===== src/rtl/rbp_pkg.sv =====
// Shared types for the random bit packer.
// Assumes: one mode flag, two modes.
package rbp_pkg;
    typedef enum logic {
        MODE_COLLECT = 1'b0,
        MODE_SEND    = 1'b1
    } rbp_mode_e;
endpackage


===== src/rtl/rbp_sync.sv =====
// Multi-stage synchronizer for one asynchronous level.
// Assumes: STAGES >= 2; the input may change at any time relative to clk.
module rbp_sync #(
    parameter int STAGES = 2
) (
    input  logic clk,
    input  logic rst_n,
    input  logic async_in,
    output logic sync_out
);
    logic [STAGES-1:0] chain;

    // Shift the asynchronous level through the flip-flop chain.
    always_ff @(posedge clk) begin
        if (!rst_n) chain <= '0;
        else        chain <= {chain[STAGES-2:0], async_in};
    end

    assign sync_out = chain[STAGES-1];

    initial begin
        assert (STAGES >= 2) else $error("rbp_sync needs at least two stages");
    end
endmodule


===== src/rtl/rbp_collector.sv =====
// Collects bits on rising edges of the synchronized ready level and owns the
// mode flag. Raises a one-cycle start pulse when the byte is complete.
// Assumes: bit_in is stable while the synchronized ready level is high.
module rbp_collector
    import rbp_pkg::*;
#(
    parameter int WIDTH = 8
) (
    input  logic             clk,
    input  logic             rst_n,
    input  logic             sync_rdy,
    input  logic             bit_in,
    input  logic             tx_done,
    output logic             ack,
    output logic             start,
    output logic [WIDTH-1:0] byte_q,
    output rbp_mode_e        mode
);
    localparam int IW = (WIDTH > 1) ? $clog2(WIDTH) : 1;
    localparam logic [IW-1:0] LAST = IW'(WIDTH - 1);

    logic [IW-1:0] idx;
    logic          rdy_prev;
    logic          rise;

    assign rise = sync_rdy && !rdy_prev;

    // Edge detection, bit storage, index, acknowledge and mode switching.
    always_ff @(posedge clk) begin
        if (!rst_n) begin
            mode     <= MODE_COLLECT;
            idx      <= '0;
            byte_q   <= '0;
            ack      <= 1'b0;
            start    <= 1'b0;
            rdy_prev <= 1'b0;
        end else begin
            rdy_prev <= sync_rdy;
            start    <= 1'b0;
            if (mode == MODE_COLLECT) begin
                if (rise) begin
                    byte_q[idx] <= bit_in;
                    ack         <= 1'b1;
                    if (idx == LAST) begin
                        idx   <= '0;
                        mode  <= MODE_SEND;
                        start <= 1'b1;
                    end else begin
                        idx <= idx + 1'b1;
                    end
                end else if (!sync_rdy) begin
                    ack <= 1'b0;
                end
            end else begin
                idx <= '0;
                ack <= 1'b0;
                if (tx_done) mode <= MODE_COLLECT;
            end
        end
    end

    assert_idx_zero_in_send_R9: assert property (@(posedge clk) disable iff (!rst_n)
        (mode == MODE_SEND) |-> (idx == '0));

    assert_ack_drops_R5: assert property (@(posedge clk) disable iff (!rst_n)
        !sync_rdy |=> !ack);

    assert_last_bit_switches_R6: assert property (@(posedge clk) disable iff (!rst_n)
        (mode == MODE_COLLECT && rise && idx == LAST) |=> (mode == MODE_SEND && start));
endmodule


===== src/rtl/rbp_uart_tx.sv =====
// Serial frame sender: start bit, data LSB first, stop bit, fixed baud divider.
// Assumes: start is a single-cycle pulse that arrives only while idle.
module rbp_uart_tx #(
    parameter int WIDTH        = 8,
    parameter int CLKS_PER_BIT = 16
) (
    input  logic             clk,
    input  logic             rst_n,
    input  logic             start,
    input  logic [WIDTH-1:0] data,
    output logic             busy,
    output logic             done,
    output logic             tx
);
    localparam int FRAME = WIDTH + 2;
    localparam int CW    = (CLKS_PER_BIT > 1) ? $clog2(CLKS_PER_BIT) : 1;
    localparam int BW    = $clog2(FRAME);
    localparam logic [CW-1:0] CMAX = CW'(CLKS_PER_BIT - 1);
    localparam logic [BW-1:0] BMAX = BW'(FRAME - 1);

    logic [FRAME-1:0] shreg;
    logic [CW-1:0]    baud_cnt;
    logic [BW-1:0]    bit_cnt;

    // Load the frame, count baud periods and shift one bit per period.
    always_ff @(posedge clk) begin
        if (!rst_n) begin
            shreg    <= '1;
            baud_cnt <= '0;
            bit_cnt  <= '0;
            busy     <= 1'b0;
            done     <= 1'b0;
        end else begin
            done <= 1'b0;
            if (!busy) begin
                if (start) begin
                    shreg    <= {1'b1, data, 1'b0};
                    baud_cnt <= '0;
                    bit_cnt  <= '0;
                    busy     <= 1'b1;
                end
            end else if (baud_cnt == CMAX) begin
                baud_cnt <= '0;
                if (bit_cnt == BMAX) begin
                    busy  <= 1'b0;
                    done  <= 1'b1;
                    shreg <= '1;
                end else begin
                    bit_cnt <= bit_cnt + 1'b1;
                    shreg   <= {1'b1, shreg[FRAME-1:1]};
                end
            end else begin
                baud_cnt <= baud_cnt + 1'b1;
            end
        end
    end

    assign tx = shreg[0];

    assert_no_start_while_busy_R8: assert property (@(posedge clk) disable iff (!rst_n)
        start |-> !busy);

    assert_start_bit_first_R8: assert property (@(posedge clk) disable iff (!rst_n)
        (start && !busy) |=> (busy && !tx));
endmodule


===== src/rtl/rand_bit_packer.sv =====
// Top level: synchronizes the asynchronous ready level, packs bits into a
// byte and sends each complete byte as one serial frame.
// Assumes: the source holds ready high until it sees the acknowledge.
module rand_bit_packer
    import rbp_pkg::*;
#(
    parameter int WIDTH        = 8,
    parameter int SYNC_STAGES  = 2,
    parameter int CLKS_PER_BIT = 16
) (
    input  logic clk,
    input  logic rst_n,
    input  logic bit_in,
    input  logic ready_async,
    output logic ack_out,
    output logic ser_tx
);
    logic             sync_rdy;
    logic             start;
    logic             tx_busy;
    logic             tx_done;
    logic [WIDTH-1:0] byte_q;
    rbp_mode_e        mode;

    rbp_sync #(.STAGES(SYNC_STAGES)) u_sync (
        .clk      (clk),
        .rst_n    (rst_n),
        .async_in (ready_async),
        .sync_out (sync_rdy)
    );

    rbp_collector #(.WIDTH(WIDTH)) u_collect (
        .clk      (clk),
        .rst_n    (rst_n),
        .sync_rdy (sync_rdy),
        .bit_in   (bit_in),
        .tx_done  (tx_done),
        .ack      (ack_out),
        .start    (start),
        .byte_q   (byte_q),
        .mode     (mode)
    );

    rbp_uart_tx #(.WIDTH(WIDTH), .CLKS_PER_BIT(CLKS_PER_BIT)) u_tx (
        .clk   (clk),
        .rst_n (rst_n),
        .start (start),
        .data  (byte_q),
        .busy  (tx_busy),
        .done  (tx_done),
        .tx    (ser_tx)
    );

    assert_idle_high_collect_R7: assert property (@(posedge clk) disable iff (!rst_n)
        (mode == MODE_COLLECT) |-> (ser_tx && !tx_busy));

    assert_done_returns_collect_R10: assert property (@(posedge clk) disable iff (!rst_n)
        tx_done |=> (mode == MODE_COLLECT && !ack_out));
endmodule


===== config.mk =====
export PLATFORM = sky130hd
export DESIGN_NAME = rand_bit_packer
export DESIGN_NICKNAME = d
export VERILOG_FILES = /design/src/rtl/rbp_pkg.sv /design/src/rtl/rbp_sync.sv /design/src/rtl/rbp_collector.sv /design/src/rtl/rbp_uart_tx.sv /design/src/rtl/rand_bit_packer.sv
export SDC_FILE = /design/constraint.sdc
export NUM_CORES = 1
export LEC_CHECK = 0
export ABC_AREA = 1
export CAP_MARGIN = 10
export CORE_UTILIZATION = 60
export CTS_CLUSTER_SIZE = 12
export DETAILED_ROUTE_END_ITERATION = 16
export DONT_BUFFER_PORTS = 1
export GPL_ROUTABILITY_DRIVEN = 0
export GPL_TIMING_DRIVEN = 0
export PLACE_DENSITY = 0.76
export SYNTH_ARGS = -nofsm -noshare
export SYNTH_HDL_FRONTEND = slang
export SYNTH_SLANG_ARGS = --single-unit

===== constraint.sdc =====
create_clock -name clk -period 2.9 [get_ports clk]
set_clock_uncertainty 0.1 [all_clocks]
set_input_delay 0.435 -clock clk [delete_from_list [all_inputs] [get_ports clk]]
set_output_delay 0.435 -clock clk [all_outputs]
set_load 0.05 [all_outputs]

==> flow_summary.yaml, run 1 <==
synthesis:
  synthCells: 236
  ys_seq_elements: 36
  netlist_area_mm2: 0.001719
  synth.distinct_cells: 26
  ys_warn_count: 0
  ys_seq_area_frac: 0.4192
  synth_nets: 245
  avgSynthCellArea_um2: 7.285
layout:
  nets: 252
  fillers: 235
  final_common_cell: "nand2_1"
  layout-drive-gt1-share: 0.1111
  seqCellArea_um2: 720.7
  final_cells: 274
  final_util: 0.6668
  antenna_cells: 0
  multi_input_area_um2: 842.1
  area_growth_pct: 6.041
  final_area_mm2: 0.001823
  final_cell_mix: "54 x nand2_1, 41 x nor2_1, 36 x dfxtp_1"
die:
  die_h_um: 55.53
  die_w_um: 55.53
  core_area_mm2: 0.002734
  rows: 19
  die_area_mm2: 0.003084
  pin_count: 6
  start_util: 0.6288
timing:
  timing.fmax_ghz: 0.6571
  drv_slew: 0
  fin_crit_ns: 1.522
  final.setup.tns_ns: 0
  hold_viol: 0
  rsz0062_at_grt: "no"
  finalCritPeriodShare: 0.5247
  setup_viol: 0
  relSlewSlack: 0.6621
  tightest_slew_ns: 0.5061
grt:
  grt_first_pass_wirelength_um: 6244
  overflow: 0
  grt_max_degree: 11
  grt_use_total: 0.2603
  grt_pass1_vias: 1457
  antenna_found_initial: 0
clocking:
  cts_tree: "built"
  clockRootBuffer: "clkbuf_4"
  cts_setup_buffers: 0
  cts.sinks: 36
  path_clk_slew_ns: 0.10
  clk_latency_ns: 0.33
  numCtsBuffers: 5
  cts.htree.levels: 2
  cts_resized: 0
  clockBufferDepth: 2
  postCtsHoldBufs: 0
setup_path:
  rr_startpoint: "u_tx.bit_cnt[0]"
  required_ns: 2.37
  crit_type: "reg2out"
  r2r-end: "u_tx.bit_cnt[3]"
  cp-start-kind: "register"
  ff2ff_path_depth: 8
  endpoint_kind: "primary output"
  rrSetupSlack_ns: 1.42
  critPathMaxFanout: 2
  arrival_ns: 0.99
place:
  numPortBuffers: 0
  dp_cells: 267
  dp_hpwl_um: 2507
  postPlaceCellArea_mm2: 0.001758
route:
  dr.pass1.iters: 4
  vias: 1494
  first_iter_violations: 59
  routed_wirelength_um: 3403
  drc: 0
  avgViaCountPerCell: 5.453
  wl_per_cell_um: 12.42
  ant_nets: 0
run_status:
  status: "finished clean"
power_and_ir_drop:
  p_leak_uw: 0.0008323
  ir_drop_mv: 0.4802
  power_uw: 833.0
  powerDensity_mw_per_mm2: 456.9
hold_path:
  holdPathStages: 2
  worstHoldStart: "ready_async"
  hold_end: "u_sync.chain[0]"
  min_path_type: "in2reg"
flow_run:
  drv_cap: 0
state kept, by name, summed over array words and instances (netlist names):
register            flops
u_tx.shreg              9
u_collect.byte_q        8
u_tx.baud_cnt           4
u_tx.bit_cnt            4
u_collect.idx           3
u_sync.chain            2
u_collect.ack           1
u_collect.mode          1
u_collect.rdy_prev      1
u_collect.start         1
u_tx.busy               1
u_tx.done               1
Yosys cell counts:
master    count  share of area
a211oi_1      3          0.013
a21oi_1       8          0.023
a21oi_2       1         0.0051
a31oi_1       1         0.0036
buf_2         4          0.012
buf_4         1         0.0044
buf_6         2          0.013
dfxtp_1      36           0.42
ha_1          5          0.036
inv_1        26          0.057
inv_6         1         0.0051
nand2_1      54           0.12
nand2_2       3          0.011
nand2_4       1         0.0065
nand2_8       1          0.012
nand3_1      16          0.047
nand3_2       2          0.012
nand4_1       3          0.011
nor2_1       41          0.090
nor2_2        2         0.0073
nor2_4        1         0.0065
nor3_1        5          0.015
o211ai_1      8          0.035
o21ai_0       9          0.026
o21ai_4       1         0.0095
o22ai_1       1         0.0036
cell families (layout without fill, tap and decap cells):
family,count (synthesis),count (layout),share of synthesized area
AND/OR/NAND/NOR,129,129,0.3341
flip-flops,36,36,0.4192
buffers and inverters,34,41,0.09098
AO/OA/AOI/OAI,32,32,0.1194
adder cells (fa/ha/maj),5,5,0.03639
worst max-delay path by stage:
stage | cells past startpoint | end | from
final | 0 | ser_tx | u_tx.shreg[0]
after global routing | 8 | u_tx.bit_cnt[3] | u_tx.bit_cnt[0]
after CTS | 0 | ser_tx | u_tx.shreg[0]
after detailed placement | 8 | u_tx.bit_cnt[3] | u_tx.bit_cnt[0]
after global placement | 8 | u_tx.bit_cnt[1] | u_tx.bit_cnt[0]
after floorplan | 8 | u_tx.bit_cnt[1] | u_tx.bit_cnt[0]
per-stage QoR:
stage	setup slack [ns]	hold WS, ns
after floorplan	1.626	0.2905
after global placement	1.491	0.3164
after detailed placement	1.443	0.3203
after CTS	1.362	0.09058
after global routing	1.249	0.1106
final	1.378	0.1040
metal layers:
| metal | vias to the layer above | global-route usage | part of all wire |
|---|---|---|---|
| li1 | 773 | - | - |
| met1 | 685 | 0.3004 | 0.46 |
| met2 | 28 | 0.4458 | 0.48 |
| met3 | 8 | 0.06557 | 0.033 |
| met4 | 0 | 0.1286 | 0.024 |
| met5 | - | 0 | 0 |
power breakdown:
| group | switching (µW) | internal [µW] | leakage [µW] |
|---|---|---|---|
| Clock | 157 | 137 | 0.0000374 |
| Sequential | 5.00 | 499 | 0.000291 |
| Combinational | 24.3 | 10.0 | 0.000504 |
cell type report:
type | count | share of cell area
Tap cell | 31 | 0.02128
Multi-Input combinational cell | 166 | 0.4619
Sequential cell | 36 | 0.3953
Clock buffer | 7 | 0.03569
Inverter | 27 | 0.05834
Buffer | 7 | 0.02745
Note: power is estimated with default switching activity, not from simulation.
==> run 2, diff against run 1 <==
clock period = 1.5 ns   (was 2.9 ns; I/O delays follow)
==> flow_summary.yaml, run 2 (synthesis gave the netlist of run 1 again) <==
run_status:
  status: "finished clean"
clocking:
  cts_setup_buffers: 0
  cts_tree: "built"
  clk_latency_ns: 0.34
  numCtsBuffers: 5
  clockBufferDepth: 2
  clockRootBuffer: "clkbuf_4"
  cts.htree.levels: 2
  path_clk_slew_ns: 0.10
  cts.sinks: 36
layout:
  nets: 254
  antenna_cells: 0
  largest_register_ffs: 9
  final_cell_mix: "53 x nand2_1, 40 x nor2_1, 33 x dfxtp_1"
  fillers: 229
  area_growth_pct: 8.006
  final_cells: 276
  final_util: 0.6792
  top_regs: "u_tx.shreg x9, u_collect.byte_q x8"
  final_common_cell: "nand2_1"
  layout-drive-gt1-share: 0.1388
  top_register: "u_tx.shreg"
grt:
  grt_pass1_vias: 1466
  overflow: 0
  antenna_found_initial: 0
  grt_use_total: 0.2608
  grt_first_pass_wirelength_um: 6251
  busiest_layer: "met2"
  grtUsageMet1: 0.2960
  grt_util_met2: 0.4527
  use_met3: 0.06557
  grt_max_degree: 11
timing:
  fin_crit_ns: 1.391
  setup_viol: 0
  timing.fmax_ghz: 0.7189
  hold_viol: 0
  finalCritPeriodShare: 0.9273
  tightest_slew_ns: 0.5107
  drv_slew: 0
  final.setup.tns_ns: 0
  rsz0062_at_grt: "no"
  relSlewSlack: 0.6591
place:
  numPortBuffers: 0
  dp_cells: 267
  dp_hpwl_um: 2507
power_and_ir_drop:
  power_uw: 1615
  powerDensity_mw_per_mm2: 869.8
  p_leak_uw: 0.0008379
  ir_drop_mv: 0.9234
route:
  ant_nets: 0
  first_iter_violations: 61
  avgViaCountPerCell: 5.413
  dr.pass1.iters: 4
  wl_per_cell_um: 12.33
  routed_wirelength_um: 3403
  drc: 0
  vias: 1494
setup_path:
  endpoint_kind: "register"
  arrival_ns: 1.51
  crit_type: "reg2reg"
  cp-start-kind: "register"
  critPathMaxFanout: 9
  required_ns: 1.62
die:
  die_area_mm2: 0.003084
  rows: 19
  pin_count: 6
  die_h_um: 55.53
  core_area_mm2: 0.002734
  die_w_um: 55.53
  start_util: 0.6288
flow_run:
  drv_cap: 0
hold_path:
  min_path_type: "in2reg"
[run 2: layer usage]
metal  wire (µm)  part of all wire  up-vias
met5           0                 0        -
met4          82             0.024        0
met3         123             0.036        9
met2        1675              0.49       23
met1        1522              0.45      682
li1            -                 -      780
[run 2: final timing paths]
kind	slack [ns]	end	cells past startpoint	from
setup / recovery	0.11	u_tx.shreg[1]	6	u_tx.baud_cnt[1]
hold / removal	0.04	u_collect.byte_q[6]	4	bit_in
setup reg to reg	0.11	u_tx.shreg[1]	6	u_tx.baud_cnt[1]
hold reg to reg	0.34	u_sync.chain[1]	2	u_sync.chain[0]
[run 2: stage by stage]
stage	hold slack (ns)	setup WS (ns)	cell area, µm²
5_1_grt	0.09490	0.002091	1857
4_1_cts	0.03656	0.02426	1843
3_3_place_gp	0.2310	0.09124	1758
6_report	0.04236	0.1090	1857
3_5_place_dp	0.2338	0.04337	1758
2_1_floorplan	0.2226	0.2258	1719
[run 2: layout make-up]
cell class / count / area, µm² / area share
inverter: 27 / 106.4 / 0.05728
timing repair buffer: 2 / 20.02 / 0.01078
multi-input combinational: 166 / 852.1 / 0.4589
tap: 31 / 38.79 / 0.02089
clock buffer: 7 / 65.06 / 0.03504
sequential: 36 / 724.4 / 0.3902
buffer: 7 / 50.05 / 0.02695
[run 2: where the power goes]
group | total [µW] | internal, µW | switching (µW)
clock | 567 | 266 | 302
combinational | 72.7 | 22.8 | 49.9
sequential | 975 | 966 | 9.56
total | 1620 | 1250 | 361
[run 2: worst max-delay path, stage by stage, from the launching register on]
cell and delay [ns]:
dfxtp_1 0.37, ha_2 0.23, nand3_1 0.11, nand2_1 0.12
nand2_2 0.14, nand2_1 0.11, nand3_1 0.09
[run 2: repair_timing]
action / CTS / global route
resized for setup: 0 / 7
endpoints found under the setup margin: 0 / 11
hold endpoints to repair: 7 / 0
hold buffers: 2 / 0
==> run 3, diff against run 2 <==
CTS_BUF_LIST = sky130_fd_sc_hd__clkbuf_16   (was not set)
==> flow_summary.yaml, run 3 (synthesis gave the netlist of run 1 again) <==
layout:
  area_growth_pct: 12.08
  final_cell_mix: "53 x nand2_1, 40 x nor2_1, 35 x dfxtp_1"
  top_register: "u_tx.shreg"
  final_cells: 276
  nets: 254
  antenna_cells: 0
  final_common_cell: "nand2_1"
  top_regs: "u_tx.shreg x9, u_collect.byte_q x8"
  layout-drive-gt1-share: 0.1224
  final_area_mm2: 0.001927
  largest_register_ffs: 9
timing:
  hold_viol: 1
  tightest_slew_ns: 0.5067
  timing.fmax_ghz: 0.7100
  rsz0062_at_grt: "no"
  fin_crit_ns: 1.408
  timing.hold.ws_ns: -0.0001361
  finalCritPeriodShare: 0.9390
  final.setup.tns_ns: 0
  relSlewSlack: 0.6617
  setup_viol: 0
  drv_slew: 0
route:
  wl_per_cell_um: 12.59
  ant_nets: 0
  first_iter_violations: 67
  vias: 1503
  dr.pass1.iters: 4
  drc: 0
  routed_wirelength_um: 3474
  avgViaCountPerCell: 5.446
clocking:
  cts.htree.levels: 2
  clk_latency_ns: 0.28
  path_clk_slew_ns: 0.05
  clockRootBuffer: "clkbuf_16"
  cts_tree: "built"
  clockBufferDepth: 2
  numCtsBuffers: 5
  cts_setup_buffers: 0
  cts.sinks: 36
grt:
  grt_max_degree: 11
  overflow: 0
  grt_use_total: 0.2633
  antenna_found_initial: 0
  grt_first_pass_wirelength_um: 6354
  grt_pass1_vias: 1442
setup_path:
  cp-start-kind: "register"
  crit_type: "reg2reg"
  required_ns: 1.55
  endpoint_kind: "register"
  cp_slowest_cell: "dfxtp_1"
  rrSetupSlack_ns: 0.09
  arrival_ns: 1.45
  critPathMaxStageDelay_ns: 0.38
  critPathMaxFanout: 9
  path_cells: "ha_2, nand3_1, nand2_1, nand2_4, nand2_1, nand3_1"
power_and_ir_drop:
  ir_drop_mv: 0.7414
  power_uw: 2000
  powerDensity_mw_per_mm2: 1038
  p_leak_uw: 0.0008651
die:
  pin_count: 6
  start_util: 0.6288
  die_area_mm2: 0.003084
  core_area_mm2: 0.002734
  rows: 19
  die_h_um: 55.53
  die_w_um: 55.53
run_status:
  violations: "hold timing"
  status: "finished, violations left"
flow_run:
  drv_cap: 0
hold_path:
  min_path_type: "in2reg"
place:
  dp_cells: 267
  numPortBuffers: 0
  dp_hpwl_um: 2507
  postPlaceCellArea_mm2: 0.001758
-- run 3: changes by cell type in the layout (fill, tap and decap cells not counted), sizes merged --
cell / previous run / this run
clkbuf: 7 / 5
clkinv: 0 / 2
-- run 3: layout make-up --
type                    count  area, µm²
multi-input cells         166      857.1
fillers                   217      807.0
flip-flops and latches     36      721.9
clock buffers               5      125.1
inverters                  27      106.4
plain buffers               7      50.05
well taps                  31      38.79
repair buffers              2      20.02
clock inverters             2      7.507
-- run 3: metrics by stage --
| stage | setup WS, ns | util |
|---|---|---|
| 2_1_floorplan | 0.2258 | - |
| 3_5_place_dp | 0.04337 | 0.6430 |
| 3_3_place_gp | 0.09124 | 0.6430 |
| 6_report | 0.09152 | 0.7048 |
| 5_1_grt | 0.007824 | 0.7048 |
| 4_1_cts | 0.01589 | 0.6989 |
-- run 3: metal layers --
layer  vias to the layer above  routed length [µm]  global-route usage
li1                        780                   -                   -
met1                       692                1533              0.2945
met2                        26                1763              0.4819
met3                         5                 143             0.07494
met4                         0                  32             0.07500
met5                         -                   0                   0
-- run 3: what timing repair did --
action,CTS,global route
hold buffers,2,0
resized for setup,0,6
setup endpoints to repair,0,11
endpoints found under the hold margin,4,0
-- run 3: final timing paths --
| check | startpoint | endpoint | cells past startpoint |
|---|---|---|---|
| worst min register to register | u_sync.chain[0] | u_sync.chain[1] | 2 |
| worst max register to register | u_tx.baud_cnt[0] | u_tx.shreg[1] | 6 |
| worst max-delay path | u_tx.baud_cnt[0] | u_tx.shreg[1] | 6 |
| worst min-delay path | bit_in | u_collect.byte_q[5] | 2 |
-- run 3: critical path: cells and delay by family, from the launching register on --
family / cells / cell delay [ns]
flops: 1 / 0.38
simple gates: 5 / 0.56
fa+ha+maj: 1 / 0.23
-- run 3: where the power goes --
group	internal [µW]	switching [µW]	total [µW]
registers	968	9.54	977
clock network	593	357	950
logic	22.8	49.4	72.2
